## src/rtl/spi_crc_pkg.sv

```systemverilog
package spi_crc_pkg;

    typedef enum logic [2:0] {
        FR_IDLE,
        FR_HEAD,
        FR_BODY,
        FR_CHECK,
        FR_TAIL
    } fr_state_t;

endpackage

```

## src/rtl/sc_frame_seq.sv

```systemverilog
module sc_frame_seq
    import spi_crc_pkg::*;
#(
    parameter int HDR_BITS  = 8,
    parameter int DATA_BITS = 8,
    parameter int CHK_BITS  = 8,
    parameter int CNT_W     = 6,
    parameter int IDX_W     = 3
) (
    input  logic             clk,
    input  logic             rst_n,
    input  logic             frame_start,
    input  logic             frame_end,
    input  logic             sclk_rise,
    input  logic             sdi,
    input  logic             chk_en_in,
    output logic             is_rd,
    output logic             chk_on,
    output logic             pay_take,
    output logic             chk_take,
    output logic             commit_edge,
    output logic             end_bad,
    output logic             tx_win,
    output logic [IDX_W-1:0] chk_pos,
    output logic [CNT_W-1:0] edge_n
);

    localparam int PAY_BITS  = HDR_BITS + DATA_BITS;
    localparam int FULL_BITS = PAY_BITS + CHK_BITS;
    localparam logic [CNT_W-1:0] CNT_MAX  = '1;
    localparam logic [CNT_W-1:0] HDR_END  = CNT_W'(HDR_BITS);
    localparam logic [CNT_W-1:0] PAY_END  = CNT_W'(PAY_BITS);
    localparam logic [CNT_W-1:0] FULL_END = CNT_W'(FULL_BITS);

    fr_state_t        state_q, state_d;
    logic [CNT_W-1:0] cnt_q;
    logic             is_rd_q;
    logic             chk_on_q;
    logic [CNT_W-1:0] frame_len;
    logic             rise_only;

    assign edge_n    = (cnt_q == CNT_MAX) ? cnt_q : cnt_q + 1'b1;
    assign frame_len = chk_on_q ? FULL_END : PAY_END;
    assign rise_only = sclk_rise && !frame_start && !frame_end;

    // next-state decode
    always_comb begin
        state_d = state_q;
        if (frame_start) begin
            state_d = FR_HEAD;
        end else if (frame_end) begin
            state_d = FR_IDLE;
        end else if (sclk_rise) begin
            unique case (state_q)
                FR_IDLE:  state_d = FR_IDLE;
                FR_HEAD:  if (edge_n == HDR_END) state_d = FR_BODY;
                FR_BODY:  if (edge_n == PAY_END) state_d = chk_on_q ? FR_CHECK : FR_TAIL;
                FR_CHECK: if (edge_n == FULL_END) state_d = FR_TAIL;
                FR_TAIL:  state_d = FR_TAIL;
                default:  state_d = FR_IDLE;
            endcase
        end
    end

    // state register and frame context
    always_ff @(posedge clk or negedge rst_n) begin
        if (!rst_n) begin
            state_q  <= FR_IDLE;
            cnt_q    <= '0;
            is_rd_q  <= 1'b0;
            chk_on_q <= 1'b0;
        end else begin
            state_q <= state_d;
            if (frame_start) begin
                cnt_q    <= '0;
                is_rd_q  <= 1'b0;
                chk_on_q <= chk_en_in;
            end else if (rise_only && state_q != FR_IDLE) begin
                if (cnt_q != CNT_MAX) cnt_q <= cnt_q + 1'b1;
                if (state_q == FR_HEAD && cnt_q == '0) is_rd_q <= sdi;
            end
        end
    end

    // strobe decode toward the datapath
    always_comb begin
        pay_take    = rise_only && (state_q == FR_HEAD || state_q == FR_BODY);
        chk_take    = rise_only && (state_q == FR_CHECK);
        commit_edge = rise_only && (state_q == FR_BODY || state_q == FR_CHECK)
                      && (edge_n == frame_len);
        end_bad     = frame_end && !frame_start && (state_q != FR_IDLE)
                      && (cnt_q != frame_len);
        tx_win      = (state_q == FR_CHECK) && is_rd_q;
        chk_pos     = IDX_W'(cnt_q - PAY_END);
        is_rd       = is_rd_q;
        chk_on      = chk_on_q;
    end

    assert_restart_R10: assert property (@(posedge clk) disable iff (!rst_n)
        frame_start |=> (state_q == FR_HEAD && cnt_q == '0));

    assert_idle_after_end_R10: assert property (@(posedge clk) disable iff (!rst_n)
        (frame_end && !frame_start) |=> (state_q == FR_IDLE));

    assert_check_needs_enable_R11: assert property (@(posedge clk) disable iff (!rst_n)
        (state_q == FR_CHECK) |-> chk_on_q);

endmodule

```

## src/rtl/sc_crc_lfsr.sv

```systemverilog
module sc_crc_lfsr #(
    parameter int            W    = 8,
    parameter logic [W-1:0]  POLY = 'h07
) (
    input  logic         clk,
    input  logic         rst_n,
    input  logic         clr,
    input  logic         step,
    input  logic         din,
    output logic [W-1:0] crc
);

    logic [W-1:0] crc_q;
    logic         fb;

    assign fb  = crc_q[W-1] ^ din;
    assign crc = crc_q;

    always_ff @(posedge clk or negedge rst_n) begin
        if (!rst_n) begin
            crc_q <= '0;
        end else if (clr) begin
            crc_q <= '0;
        end else if (step) begin
            crc_q <= {crc_q[W-2:0], 1'b0} ^ ({W{fb}} & POLY);
        end
    end

    assert_zero_seed_R2: assert property (@(posedge clk) disable iff (!rst_n)
        clr |=> (crc_q == '0));

    assert_hold_idle_R2: assert property (@(posedge clk) disable iff (!rst_n)
        (!clr && !step) |=> $stable(crc_q));

endmodule

```

## src/rtl/sc_chk_port.sv

```systemverilog
module sc_chk_port #(
    parameter int CHK_BITS = 8,
    parameter int IDX_W    = 3
) (
    input  logic                clk,
    input  logic                rst_n,
    input  logic                frame_start,
    input  logic                frame_end,
    input  logic                sclk_fall,
    input  logic                chk_take,
    input  logic                sdi,
    input  logic                tx_win,
    input  logic [IDX_W-1:0]    chk_pos,
    input  logic [CHK_BITS-1:0] crc_val,
    output logic [CHK_BITS-1:0] rx_next,
    output logic                sdo_bit,
    output logic                sdo_oe
);

    localparam logic [IDX_W-1:0] TOP_IDX = IDX_W'(CHK_BITS - 1);

    logic [CHK_BITS-1:0] rx_q;
    logic [IDX_W-1:0]    tx_idx;

    assign rx_next = {rx_q[CHK_BITS-2:0], sdi};
    assign tx_idx  = TOP_IDX - chk_pos;

    always_ff @(posedge clk or negedge rst_n) begin
        if (!rst_n) begin
            rx_q <= '0;
        end else if (frame_start) begin
            rx_q <= '0;
        end else if (chk_take) begin
            rx_q <= rx_next;
        end
    end

    always_ff @(posedge clk or negedge rst_n) begin
        if (!rst_n) begin
            sdo_oe  <= 1'b0;
            sdo_bit <= 1'b0;
        end else if (frame_start || frame_end) begin
            sdo_oe  <= 1'b0;
            sdo_bit <= 1'b0;
        end else if (sclk_fall) begin
            sdo_oe  <= tx_win;
            sdo_bit <= tx_win ? crc_val[tx_idx] : 1'b0;
        end
    end

    assert_quiet_after_end_R10: assert property (@(posedge clk) disable iff (!rst_n)
        (frame_end || frame_start) |=> !sdo_oe);

endmodule

```

## src/rtl/spi_crc8_guard.sv

```systemverilog
module spi_crc8_guard #(
    parameter int HDR_BITS  = 8,
    parameter int DATA_BITS = 8,
    parameter int CHK_BITS  = 8,
    parameter logic [CHK_BITS-1:0] CHK_POLY = 'h07
) (
    input  logic                 clk,
    input  logic                 rst_n,
    input  logic                 crc_en,
    input  logic                 frame_start,
    input  logic                 frame_end,
    input  logic                 sclk_rise,
    input  logic                 sclk_fall,
    input  logic                 sdi,
    input  logic [DATA_BITS-1:0] rd_byte,
    input  logic                 err_clr,
    output logic                 wr_permit,
    output logic                 crc_err,
    output logic                 sclk_err,
    output logic                 chk_sdo,
    output logic                 chk_sdo_oe
);

    localparam int PAY_BITS  = HDR_BITS + DATA_BITS;
    localparam int FULL_BITS = PAY_BITS + CHK_BITS;
    localparam int CNT_W     = $clog2(FULL_BITS + 1) + 1;
    localparam int IDX_W     = (CHK_BITS > 1) ? $clog2(CHK_BITS) : 1;

    logic                is_rd, chk_on;
    logic                pay_take, chk_take, commit_edge, end_bad, tx_win;
    logic [IDX_W-1:0]    chk_pos;
    logic [CNT_W-1:0]    edge_n;
    logic [CHK_BITS-1:0] crc_val, rx_next;
    logic                pay_bit, match;

    sc_frame_seq #(
        .HDR_BITS (HDR_BITS),
        .DATA_BITS(DATA_BITS),
        .CHK_BITS (CHK_BITS),
        .CNT_W    (CNT_W),
        .IDX_W    (IDX_W)
    ) u_seq (
        .clk        (clk),
        .rst_n      (rst_n),
        .frame_start(frame_start),
        .frame_end  (frame_end),
        .sclk_rise  (sclk_rise),
        .sdi        (sdi),
        .chk_en_in  (crc_en),
        .is_rd      (is_rd),
        .chk_on     (chk_on),
        .pay_take   (pay_take),
        .chk_take   (chk_take),
        .commit_edge(commit_edge),
        .end_bad    (end_bad),
        .tx_win     (tx_win),
        .chk_pos    (chk_pos),
        .edge_n     (edge_n)
    );

    // payload bit: on reads the data half comes from the returned byte
    always_comb begin
        pay_bit = sdi;
        if (is_rd) begin
            for (int i = 0; i < DATA_BITS; i++) begin
                if (edge_n == CNT_W'(PAY_BITS - i)) pay_bit = rd_byte[i];
            end
        end
    end

    sc_crc_lfsr #(
        .W   (CHK_BITS),
        .POLY(CHK_POLY)
    ) u_crc (
        .clk  (clk),
        .rst_n(rst_n),
        .clr  (frame_start),
        .step (pay_take),
        .din  (pay_bit),
        .crc  (crc_val)
    );

    sc_chk_port #(
        .CHK_BITS(CHK_BITS),
        .IDX_W   (IDX_W)
    ) u_port (
        .clk        (clk),
        .rst_n      (rst_n),
        .frame_start(frame_start),
        .frame_end  (frame_end),
        .sclk_fall  (sclk_fall),
        .chk_take   (chk_take),
        .sdi        (sdi),
        .tx_win     (tx_win),
        .chk_pos    (chk_pos),
        .crc_val    (crc_val),
        .rx_next    (rx_next),
        .sdo_bit    (chk_sdo),
        .sdo_oe     (chk_sdo_oe)
    );

    assign match = (rx_next == crc_val);

    // commit permit and sticky flags
    always_ff @(posedge clk or negedge rst_n) begin
        if (!rst_n) begin
            wr_permit <= 1'b0;
            crc_err   <= 1'b0;
            sclk_err  <= 1'b0;
        end else begin
            wr_permit <= commit_edge && !is_rd && (!chk_on || match);
            if (commit_edge && chk_on && !is_rd && !match) crc_err <= 1'b1;
            else if (err_clr)                                crc_err <= 1'b0;
            if (end_bad)      sclk_err <= 1'b1;
            else if (err_clr) sclk_err <= 1'b0;
        end
    end

    assert_permit_single_R3: assert property (@(posedge clk) disable iff (!rst_n)
        wr_permit |=> !wr_permit);

    assert_no_permit_read_R7: assert property (@(posedge clk) disable iff (!rst_n)
        wr_permit |-> !is_rd);

    assert_permit_excl_err_R4: assert property (@(posedge clk) disable iff (!rst_n)
        wr_permit |-> !$rose(crc_err));

    assert_crc_err_sticky_R5: assert property (@(posedge clk) disable iff (!rst_n)
        (crc_err && !err_clr) |=> crc_err);

    assert_sclk_err_sticky_R5: assert property (@(posedge clk) disable iff (!rst_n)
        (sclk_err && !err_clr) |=> sclk_err);

    assert_drive_only_read_R8: assert property (@(posedge clk) disable iff (!rst_n)
        chk_sdo_oe |-> (is_rd && chk_on));

endmodule

```

## config.mk

```make
export PLATFORM = sky130hd
export DESIGN_NAME = spi_crc8_guard
export DESIGN_NICKNAME = d
export VERILOG_FILES = /design/src/rtl/spi_crc_pkg.sv /design/src/rtl/sc_frame_seq.sv /design/src/rtl/sc_crc_lfsr.sv /design/src/rtl/sc_chk_port.sv /design/src/rtl/spi_crc8_guard.sv
export SDC_FILE = /design/constraint.sdc
export NUM_CORES = 1
export LEC_CHECK = 0
export CORE_MARGIN = 3
export CORE_UTILIZATION = 50
export CTS_BUF_LIST = sky130_fd_sc_hd__clkbuf_2 sky130_fd_sc_hd__clkbuf_4 sky130_fd_sc_hd__clkbuf_8
export DETAILED_ROUTE_END_ITERATION = 8
export PLACE_DENSITY = 0.78
export SYNTH_ARGS = -nofsm -noshare
export SYNTH_HDL_FRONTEND = slang
export SYNTH_SLANG_ARGS = --single-unit
```

## constraint.sdc

```tcl
create_clock -name clk -period 3.7 [get_ports clk]
set_input_delay 0.555 -clock clk [delete_from_list [all_inputs] [get_ports clk]]
set_output_delay 0.555 -clock clk [all_outputs]
set_load 0.01 [all_outputs]
```

==> results of run 1 <==
[metrics by stage]
step           hold slack, ns  power (W)  worst slack [ns]  cell area, um^2  std cells
2_1_floorplan           0.259   0.000421             0.858             2210        254
3_3_place_gp            0.502   0.000461             0.792             2430        310
3_5_place_dp            0.509   0.000463             0.737             2430        310
4_1_cts                 0.521   0.000735             0.713             2520        317
5_1_grt                 0.549   0.000759             0.441             2520        317
6_report                0.523   0.000729             0.680             2520        317
[worst max-delay path by stage]
stage                         from           end  slack (ns)  cells after the start
floorplan           u_seq.cnt_q[0]  u_crc.crc[0]        0.86                     11
global placement    u_seq.cnt_q[0]  u_crc.crc[0]        0.79                      9
detailed placement  u_seq.cnt_q[0]  u_crc.crc[0]        0.74                      9
CTS                 u_seq.cnt_q[0]  u_crc.crc[0]        0.71                      9
global route        u_seq.cnt_q[0]  u_crc.crc[0]        0.44                      9
finish              u_seq.cnt_q[0]  u_crc.crc[0]        0.68                      9
[synthesized netlist by cell type (all sizes together) (3+ instances only)]
cell    instances
nor3b           3
nor3            7
dfrtp          31
inv            11
or2             3
nand4           4
clkbuf         15
nor4b           3
a31oi           4
mux2i           7
nand3b         10
xnor2          15
nor2b          10
nor2           15
nand2b         10
o21ai          22
a21oi          11
nand2          17
ha              4
nand3          10
[worst register-to-register path, cell delays in order (launching register included)]
cell      delay (ns)
dfrtp_1         0.59
ha_1            0.47
nand3_1         0.29
a221oi_2        0.42
nand3_1         0.17
a221oi_1        0.33
o22ai_1         0.15
a31oi_4         0.25
xor2_1          0.17
o21ai_1         0.07
[layout make-up]
type / count / area (um^2)
clock inverters: 1 / 5.00
clock buffers: 6 / 82.6
well taps: 50 / 62.6
inverters: 11 / 41.3
repair buffers: 23 / 225
fillers: 350 / 1600
flip-flops and latches: 31 / 776
multi-input cells: 195 / 1330
[cells by family after synthesis]
kind of cell | after synthesis
xor gates and xnor gates | 17
and+or+nand+nor | 100
AOI/OAI and AO/OA | 63
DFF | 31
muxes | 11
buffers and inverters | 28
adders and majority gates | 4
[per-layer routing]
layer	vias to the layer above	wire (um)	track usage
met4	0	82	0.0779
met2	74	2360	0.328
met5	-	0	0
li1	937	-	-
met3	11	335	0.0637
met1	915	2360	0.298
[state kept, by name (all words and copies together) (netlist names)]
| register | flops |
|---|---|
| u_port.sdo_bit | 1 |
| u_seq.state_q | 3 |
| u_port.sdo_oe | 1 |
| u_port.rx_q | 7 |
| sclk_err | 1 |
| crc_err | 1 |
| u_seq.cnt_q | 6 |
| u_crc.crc | 8 |
| wr_permit | 1 |
| u_seq.chk_on | 1 |
| u_seq.is_rd | 1 |
[where the power goes]
group / switching, W / internal [W]
Clock: 0.000126 / 0.000146
Sequential: 0.0000129 / 0.000345
Combinational: 0.0000480 / 0.0000511
==> impl_metrics.env, run 1 <==
export IMPL_outcome="finished, final reports clean"
export IMPL_rr_startpoint="u_seq.cnt_q[0]"
export IMPL_ioPinCount=22
export IMPL_cp_slowest_cell="dfrtp_1"
export IMPL_antenna_found_initial=0
export IMPL_critPathArrivalTime_ns=3.18
export IMPL_slowest_delay_ns=0.59
export IMPL_synth_fa_ha_area_frac=0.0227
export IMPL_syn_area_um2=2210
export IMPL_p_per_area_nw_per_um2=289
export IMPL_yosysTopAreaCellShare=0.351
export IMPL_io_buffers=21
export IMPL_ys_top_cells_by_area="dfrtp_1, xnor2_1, o21ai_1"
export IMPL_setup_worst_path_end_class="register"
export IMPL_vdd_ir_drop_max_v=0.000243
export IMPL_detail_route_antenna_nets=0
export IMPL_core_region_area_um2=4120
export IMPL_yosys_area_share_xor_xnor=0.0675
export IMPL_tightest_slew_ns=0.528
export IMPL_synth_simple_area_share=0.254
export IMPL_grt_pass1_vias=1856
export IMPL_ys_types=56
export IMPL_synthCells=254
export IMPL_first_iter_violations=235
export IMPL_rows=23
export IMPL_final_cell_mix="dfrtp_1, clkdlybuf4s50_1, nand2_1, o21ai_1"
export IMPL_wl_per_cell_um=16.2
export IMPL_synth_seq_cells=31
export IMPL_fin_crit_sh=0.816
export IMPL_path_clk_slew_ns=0.07
export IMPL_period_minus_slack_ns=3.02
export IMPL_routed_wl_um=5140
export IMPL_crit_type="register to register"
export IMPL_fmax_mhz=331
export IMPL_vias_per_cell=6.11
export IMPL_rsz0062_at_grt="no"
export IMPL_synth_compound_area_share=0.194
export IMPL_postCtsSetupBuffers=0
export IMPL_ys_warnings_count=0
export IMPL_crit_chain="ha_1 -> nand3_1 -> a221oi_2 -> nand3_1 -> a221oi_1 -> o22ai_1 -> a31oi_4 -> xor2_1 -> o21ai_1"
export IMPL_dr_pass1_iters=5
export IMPL_cts_resized=0
export IMPL_final_hold_viol_count=0
export IMPL_r2r_end="u_crc.crc[0]"
export IMPL_die_y_um=72.4
export IMPL_rr_worst_depth=9
export IMPL_cts_root_buf="clkbuf_8"
export IMPL_syn_nets=275
export IMPL_cp_common_cell="nand3_1"
export IMPL_crit_required_ns=3.86
export IMPL_setup_viol=0
export IMPL_hp_start="sclk_err"
export IMPL_layout_drive_gt1_share=0.0599
export IMPL_grt_pass1_wl_um=8960
export IMPL_synthMuxAreaShare=0.0624
export IMPL_layout_commonest_cell="dfrtp_1"
export IMPL_ys_flop_type="dfrtp_1"
export IMPL_worstSkewPairLatency_ns=0.29
export IMPL_grt_usage=0.217
export IMPL_slew_violations=0
export IMPL_synthToLayoutAreaGrowth_pct=14.1
export IMPL_worstHoldPathCells=2
export IMPL_synth_seq_area_share=0.351
export IMPL_hold_end="sclk_err"
export IMPL_crit_fanout=14
export IMPL_cts_hold_buf=0
export IMPL_num_vias=1937
export IMPL_cp_start_kind="register"
export IMPL_finalSetupTns_ns=0
export IMPL_leakage_nw=0.947
export IMPL_synth_top_family_by_area="simple AND/OR/NAND/NOR gates"
export IMPL_cts_buffers_inserted=5
export IMPL_cts_sinks=31
export IMPL_die_x_um=72.4
export IMPL_crit_buf_inv=0
export IMPL_routabilityCongestion=0.907
export IMPL_cts_tree="done"
export IMPL_start_util=0.536
export IMPL_maxSlewHeadroom=0.648
export IMPL_fin_util=0.612
export IMPL_drc=0
export IMPL_final_nets=288
export IMPL_grt_max_degree=32
export IMPL_cts_htree_levels=2
export IMPL_synth_top_area_cell="dfrtp_1"
export IMPL_insertedDiodeCount=0
export IMPL_skew_ns=0.00701
export IMPL_overflow=0
export IMPL_synth_edf_count=0
export IMPL_maxCapViolations=0
export IMPL_hpwl_um=3630
export IMPL_ff2ff_setup_slack_ns=0.68
export IMPL_ys_async_sr_fraction=1.00
export IMPL_syn_area_per_cell_um2=8.69
export IMPL_cts_buffer_depth=2
export IMPL_hold_path_class="register to register"
export IMPL_die_area_um2=5250
export IMPL_crit_family="compound AO/OA/AOI/OAI gates"
Power figures use the tool's default switching activity.
==> inputs of run 2 (changes only) <==
--- a/config.mk
+++ b/config.mk
@@ -9,7 +9,7 @@
 export CORE_UTILIZATION = 50
 export CTS_BUF_LIST = sky130_fd_sc_hd__clkbuf_2 sky130_fd_sc_hd__clkbuf_4 sky130_fd_sc_hd__clkbuf_8
 export DETAILED_ROUTE_END_ITERATION = 8
-export PLACE_DENSITY = 0.78
+export PLACE_DENSITY = 0.81
 export SYNTH_ARGS = -nofsm -noshare
 export SYNTH_HDL_FRONTEND = slang
 export SYNTH_SLANG_ARGS = --single-unit
==> constraint.sdc (replaced) <==
create_clock -name clk -period 2.6 [get_ports clk]
set_input_delay 0.39 -clock clk [delete_from_list [all_inputs] [get_ports clk]]
set_output_delay 0.39 -clock clk [all_outputs]
set_load 0.01 [all_outputs]
==> run 2 against run 1 <==
The flow now finishes with violations (setup timing); setup slack worse by 0.72 ns; fmax is 14% higher; combinational power is 70% higher; total power is 44% higher; global-route usage is 0.81 points higher; design area is 8.3% higher; cell count is 6.9% higher; largest cell class unchanged.
==> impl_metrics.env, run 2 (synthesis gave the netlist of run 1 again) <==
export IMPL_cts_sinks=31
export IMPL_cts_hold_buf=0
export IMPL_vdd_ir_drop_max_v=0.000302
export IMPL_io_buffers=21
export IMPL_num_vias=1982
export IMPL_vias_per_cell=5.85
export IMPL_crit_fanout=3
export IMPL_die_y_um=72.4
export IMPL_fin_util=0.662
export IMPL_grt_max_degree=32
export IMPL_placedInstanceArea_um2=2590
export IMPL_die_area_um2=5250
export IMPL_fmax_mhz=378
export IMPL_detail_route_antenna_nets=0
export IMPL_wl_per_cell_um=15.9
export IMPL_path_clk_slew_ns=0.07
export IMPL_antenna_found_initial=0
export IMPL_start_util=0.536
export IMPL_cts_root_buf="clkbuf_8"
export IMPL_layout_commonest_cell="dfrtp_1"
export IMPL_slew_violations=0
export IMPL_cts_htree_levels=2
export IMPL_tightest_slew_ns=0.490
export IMPL_maxSlewHeadroom=0.673
export IMPL_grt_usage=0.226
export IMPL_hold_path_class="input port to asynchronous set/reset pin"
export IMPL_setup_ws_ns=-0.0421
export IMPL_rsz0062_at_grt="yes"
export IMPL_crit_required_ns=2.75
export IMPL_largest_reg_flops=8
export IMPL_first_iter_violations=161
export IMPL_routed_wl_um=5380
export IMPL_fin_crit_sh=1.02
export IMPL_fillers=319
export IMPL_cts_tree="done"
export IMPL_final_hold_viol_count=0
export IMPL_design_area_um2=2730
export IMPL_grt_pass1_wl_um=9180
export IMPL_crit_type="register to register"
export IMPL_synthToLayoutAreaGrowth_pct=23.5
export IMPL_period_minus_slack_ns=2.64
export IMPL_outcome="complete, but fails checks"
export IMPL_routabilityCongestion=0.898
export IMPL_maxCapViolations=0
export IMPL_cts_buffer_depth=2
export IMPL_ioPinCount=22
export IMPL_cp_start_kind="register"
export IMPL_drc=0
export IMPL_core_region_area_um2=4120
export IMPL_leakage_nw=1.05
export IMPL_final_nets=309
export IMPL_skew_ns=0.00537
export IMPL_dr_pass1_iters=4
export IMPL_final_cell_mix="dfrtp_1, buf_4, clkdlybuf4s50_1, nand2_1, o21ai_1"
export IMPL_grt_pass1_vias=1981
export IMPL_overflow=0
export IMPL_setup_worst_path_end_class="register"
export IMPL_rows=23
export IMPL_layout_drive_gt1_share=0.163
export IMPL_hpwl_um=3930
export IMPL_cts_buffers_inserted=5
export IMPL_insertedDiodeCount=0
export IMPL_p_per_area_nw_per_um2=385
export IMPL_critPathArrivalTime_ns=2.80
export IMPL_violations="setup timing"
export IMPL_setup_viol=3
export IMPL_worstSkewPairLatency_ns=0.28
export IMPL_die_x_um=72.4
## run 2: changes by cell type in the layout (fill, tap and decap cells not counted), sizes merged
cell      previous run  this run
buf                  2        23
clkinvlp             0         2
clkbuf               6         5
## run 2: layer usage
layer  GRT usage  vias to the layer above  part of all wire
li1            -                      976                 -
met4      0.0861                        0             0.015
met3      0.0526                        8             0.056
met5           0                        -                 0
met1       0.291                      926              0.43
met2       0.368                       72              0.50
## run 2: through the flow
stage / power, W / setup slack (ns) / setup TNS, ns / cells / hold slack (ns)
after floorplan: 0.000605 / -0.0179 / -0.0179 / 254 / 0.0944
after global placement: 0.000674 / -0.00128 / -0.00128 / 330 / 0.503
after detailed placement: 0.000678 / -0.0966 / -0.258 / 330 / 0.524
after CTS: 0.00106 / -0.0242 / -0.0452 / 339 / 0.518
after global routing: 0.00111 / -0.140 / -0.385 / 339 / 0.537
final: 0.00105 / -0.0421 / -0.0854 / 339 / 0.503
## run 2: layout make-up
class / count / area (um^2) / share of cell area
flip-flops and latches: 31 / 777 / 0.285
repair buffers: 44 / 383 / 0.140
clock buffers: 5 / 68.8 / 0.0253
inverters: 11 / 43.8 / 0.0161
clock inverters: 3 / 20.0 / 0.00735
well taps: 50 / 62.6 / 0.0230
multi-input cells: 195 / 1370 / 0.503
## run 2: timing repair
action | CTS | global route
pin swaps | 3 | 0
endpoints found under the setup margin | 3 | 6
setup buffers | 1 | 0
resized for setup | 5 | 3
## run 2: worst paths after layout
path,from,to,slack (ns),cells past startpoint
worst min-delay path,rst_n,u_seq.cnt_q[5],0.50,2
min in group clk,sclk_err,sclk_err,0.54,2
worst min register to register,sclk_err,sclk_err,0.54,2
max in group asynchronous,rst_n,u_seq.cnt_q[0],1.78,2
worst max register to register,u_seq.cnt_q[1],u_crc.crc[0],-0.04,10
worst max-delay path,u_seq.cnt_q[1],u_crc.crc[0],-0.04,10
## run 2: power by group
group          internal (W)  switching (W)
sequential         0.000491      0.0000159
combinational     0.0000894      0.0000788
clock              0.000186       0.000189
total              0.000767       0.000283
## run 2: worst max-delay path, stage by stage, from the launching register on
cell and delay [ns]:
dfrtp_1 0.38, inv_1 0.09, ha_4 0.27, or4b_4 0.45
or2_1 0.23, o22a_1 0.22, o32ai_2 0.24, o22ai_2 0.15
a31oi_4 0.24, xor2_1 0.17, o21ai_1 0.08
==> inputs of run 3 (changes only) <==
--- a/config.mk
+++ b/config.mk
@@ -5,7 +5,7 @@
 export SDC_FILE = /design/constraint.sdc
 export NUM_CORES = 1
 export LEC_CHECK = 0
-export CORE_MARGIN = 3
+export CORE_MARGIN = 2
 export CORE_UTILIZATION = 50
 export CTS_BUF_LIST = sky130_fd_sc_hd__clkbuf_2 sky130_fd_sc_hd__clkbuf_4 sky130_fd_sc_hd__clkbuf_8
 export DETAILED_ROUTE_END_ITERATION = 8
==> run 3 against run 2 <==
The flow now finishes without violations; largest cell class unchanged; sequential power is essentially flat; clock-buffer cell count is 1 higher; clock power up 2%; flip-flop and latch count unchanged; fmax is 2.3% higher; critical path depth is the same; first-iteration DRC count is the same.
==> impl_metrics.env, run 3 (synthesis gave the netlist of run 1 again) <==
export IMPL_whs_ns=0.497
export IMPL_fin_crit_sh=0.993
export IMPL_wl_per_cell_um=16.0
export IMPL_leakage_nw=1.04
export IMPL_setup_worst_path_end_class="register"
export IMPL_hpwl_um=3830
export IMPL_num_vias=2000
export IMPL_crit_required_ns=2.75
export IMPL_dp_cells=329
export IMPL_worstSkewPairLatency_ns=0.29
export IMPL_crit_fanout=4
export IMPL_grt_max_degree=32
export IMPL_die_y_um=70.4
export IMPL_path_clk_slew_ns=0.06
export IMPL_overflow=0
export IMPL_slew_violations=0
export IMPL_finalSetupTns_ns=0
export IMPL_core_region_area_um2=4290
export IMPL_crit_family="compound AO/OA/AOI/OAI gates"
export IMPL_hold_path_class="input port to asynchronous set/reset pin"
export IMPL_cts_hold_buf=0
export IMPL_crit_type="register to register"
export IMPL_io_buffers=21
export IMPL_detail_route_antenna_nets=0
export IMPL_die_x_um=70.4
export IMPL_cts_buffers_inserted=5
export IMPL_rr_worst_depth=10
export IMPL_cts_buffer_depth=2
export IMPL_rr_startpoint="u_seq.cnt_q[0]"
export IMPL_rsz0062_at_grt="yes"
export IMPL_cp_start_kind="register"
export IMPL_setup_viol=0
export IMPL_cts_tree="done"
export IMPL_final_nets=306
export IMPL_drc=0
export IMPL_period_minus_slack_ns=2.58
export IMPL_cts_sinks=31
export IMPL_crit_buf_inv=1
export IMPL_grt_pass1_wl_um=9120
export IMPL_ioPinCount=22
export IMPL_layout_commonest_cell="dfrtp_1"
export IMPL_tightest_slew_ns=0.474
export IMPL_cp_slowest_cell="or4b_4"
export IMPL_cts_root_buf="clkbuf_8"
export IMPL_fmax_mhz=387
export IMPL_layout_drive_gt1_share=0.154
export IMPL_dr_pass1_iters=4
export IMPL_fin_cells=337
export IMPL_p_per_area_nw_per_um2=389
export IMPL_maxCapViolations=0
export IMPL_fillers=353
export IMPL_start_util=0.514
export IMPL_ff2ff_setup_slack_ns=0.02
export IMPL_r2r_end="u_crc.crc[0]"
export IMPL_antenna_found_initial=0
export IMPL_insertedDiodeCount=0
export IMPL_die_area_um2=4960
export IMPL_first_iter_violations=161
export IMPL_total_power_w=0.00105
export IMPL_final_hold_viol_count=0
export IMPL_critPathArrivalTime_ns=2.73
export IMPL_rows=24
export IMPL_skew_ns=0.00601
export IMPL_final_cell_mix="dfrtp_1, clkdlybuf4s50_1, buf_4, nand2_1, o21ai_1"
export IMPL_grt_pass1_vias=1905
export IMPL_vdd_ir_drop_max_v=0.000328
export IMPL_outcome="finished, final reports clean"
export IMPL_slowest_delay_ns=0.45
export IMPL_maxSlewHeadroom=0.684
export IMPL_cts_htree_levels=2
export IMPL_routabilityCongestion=0.895
export IMPL_crit_chain="inv_4 -> ha_4 -> or4b_4 -> or2_1 -> o22a_1 -> o32ai_2 -> o22ai_2 -> a31oi_4 -> xor2_1 -> o21ai_1"
export IMPL_crit_start="u_seq.cnt_q[0]"
export IMPL_largest_reg_flops=8
export IMPL_vias_per_cell=5.93
export IMPL_synthToLayoutAreaGrowth_pct=22.8
export IMPL_routed_wl_um=5380
export IMPL_grt_usage=0.234
run 3: how the worst max path moves through the flow:
stage / slack, ns / endpoint / depth (start not counted)
after detailed placement: -0.04 / u_crc.crc[0] / 10
after CTS: -0.02 / u_crc.crc[0] / 10
after global placement: 0.04 / u_crc.crc[0] / 10
final: 0.02 / u_crc.crc[0] / 10
after global routing: -0.08 / u_crc.crc[0] / 10
after floorplan: -0.02 / u_crc.crc[0] / 11
run 3: per-layer routing:
layer / wire, um / share of wire / track usage
met1: 2330 / 0.43 / 0.311
met3: 283 / 0.053 / 0.0505
met5: 0 / 0 / 0
met4: 150 / 0.028 / 0.0876
met2: 2620 / 0.49 / 0.375
run 3: metrics by stage:
stage | cell area, um^2 | utilization | setup WS, ns
finish | 2710 | 0.631 | 0.0179
global route | 2710 | 0.631 | -0.0764
CTS | 2680 | 0.623 | -0.0203
detailed placement | 2570 | 0.600 | -0.0414
global placement | 2570 | 0.600 | 0.0369
floorplan | 2230 | - | -0.0179
run 3: layout make-up:
type / count / area [um^2] / area share
Clock buffer: 6 / 82.6 / 0.0305
Clock inverter: 1 / 5.00 / 0.00185
Inverter: 11 / 43.8 / 0.0162
Multi-Input combinational cell: 195 / 1380 / 0.508
Sequential cell: 31 / 777 / 0.287
Tap cell: 52 / 65.1 / 0.0240
Timing Repair Buffer: 41 / 360 / 0.133
run 3: repair_timing:
item | in CTS | in global routing
pin swaps | 2 | 3
buffers inserted | 0 | 1
resized for setup | 2 | 7
setup endpoints to repair | 3 | 6
run 3: power by group:
group          leakage [nW]  internal, W  switching, W
clock network        0.0470     0.000207      0.000175
logic                 0.573    0.0000863     0.0000786
registers             0.424     0.000492     0.0000157
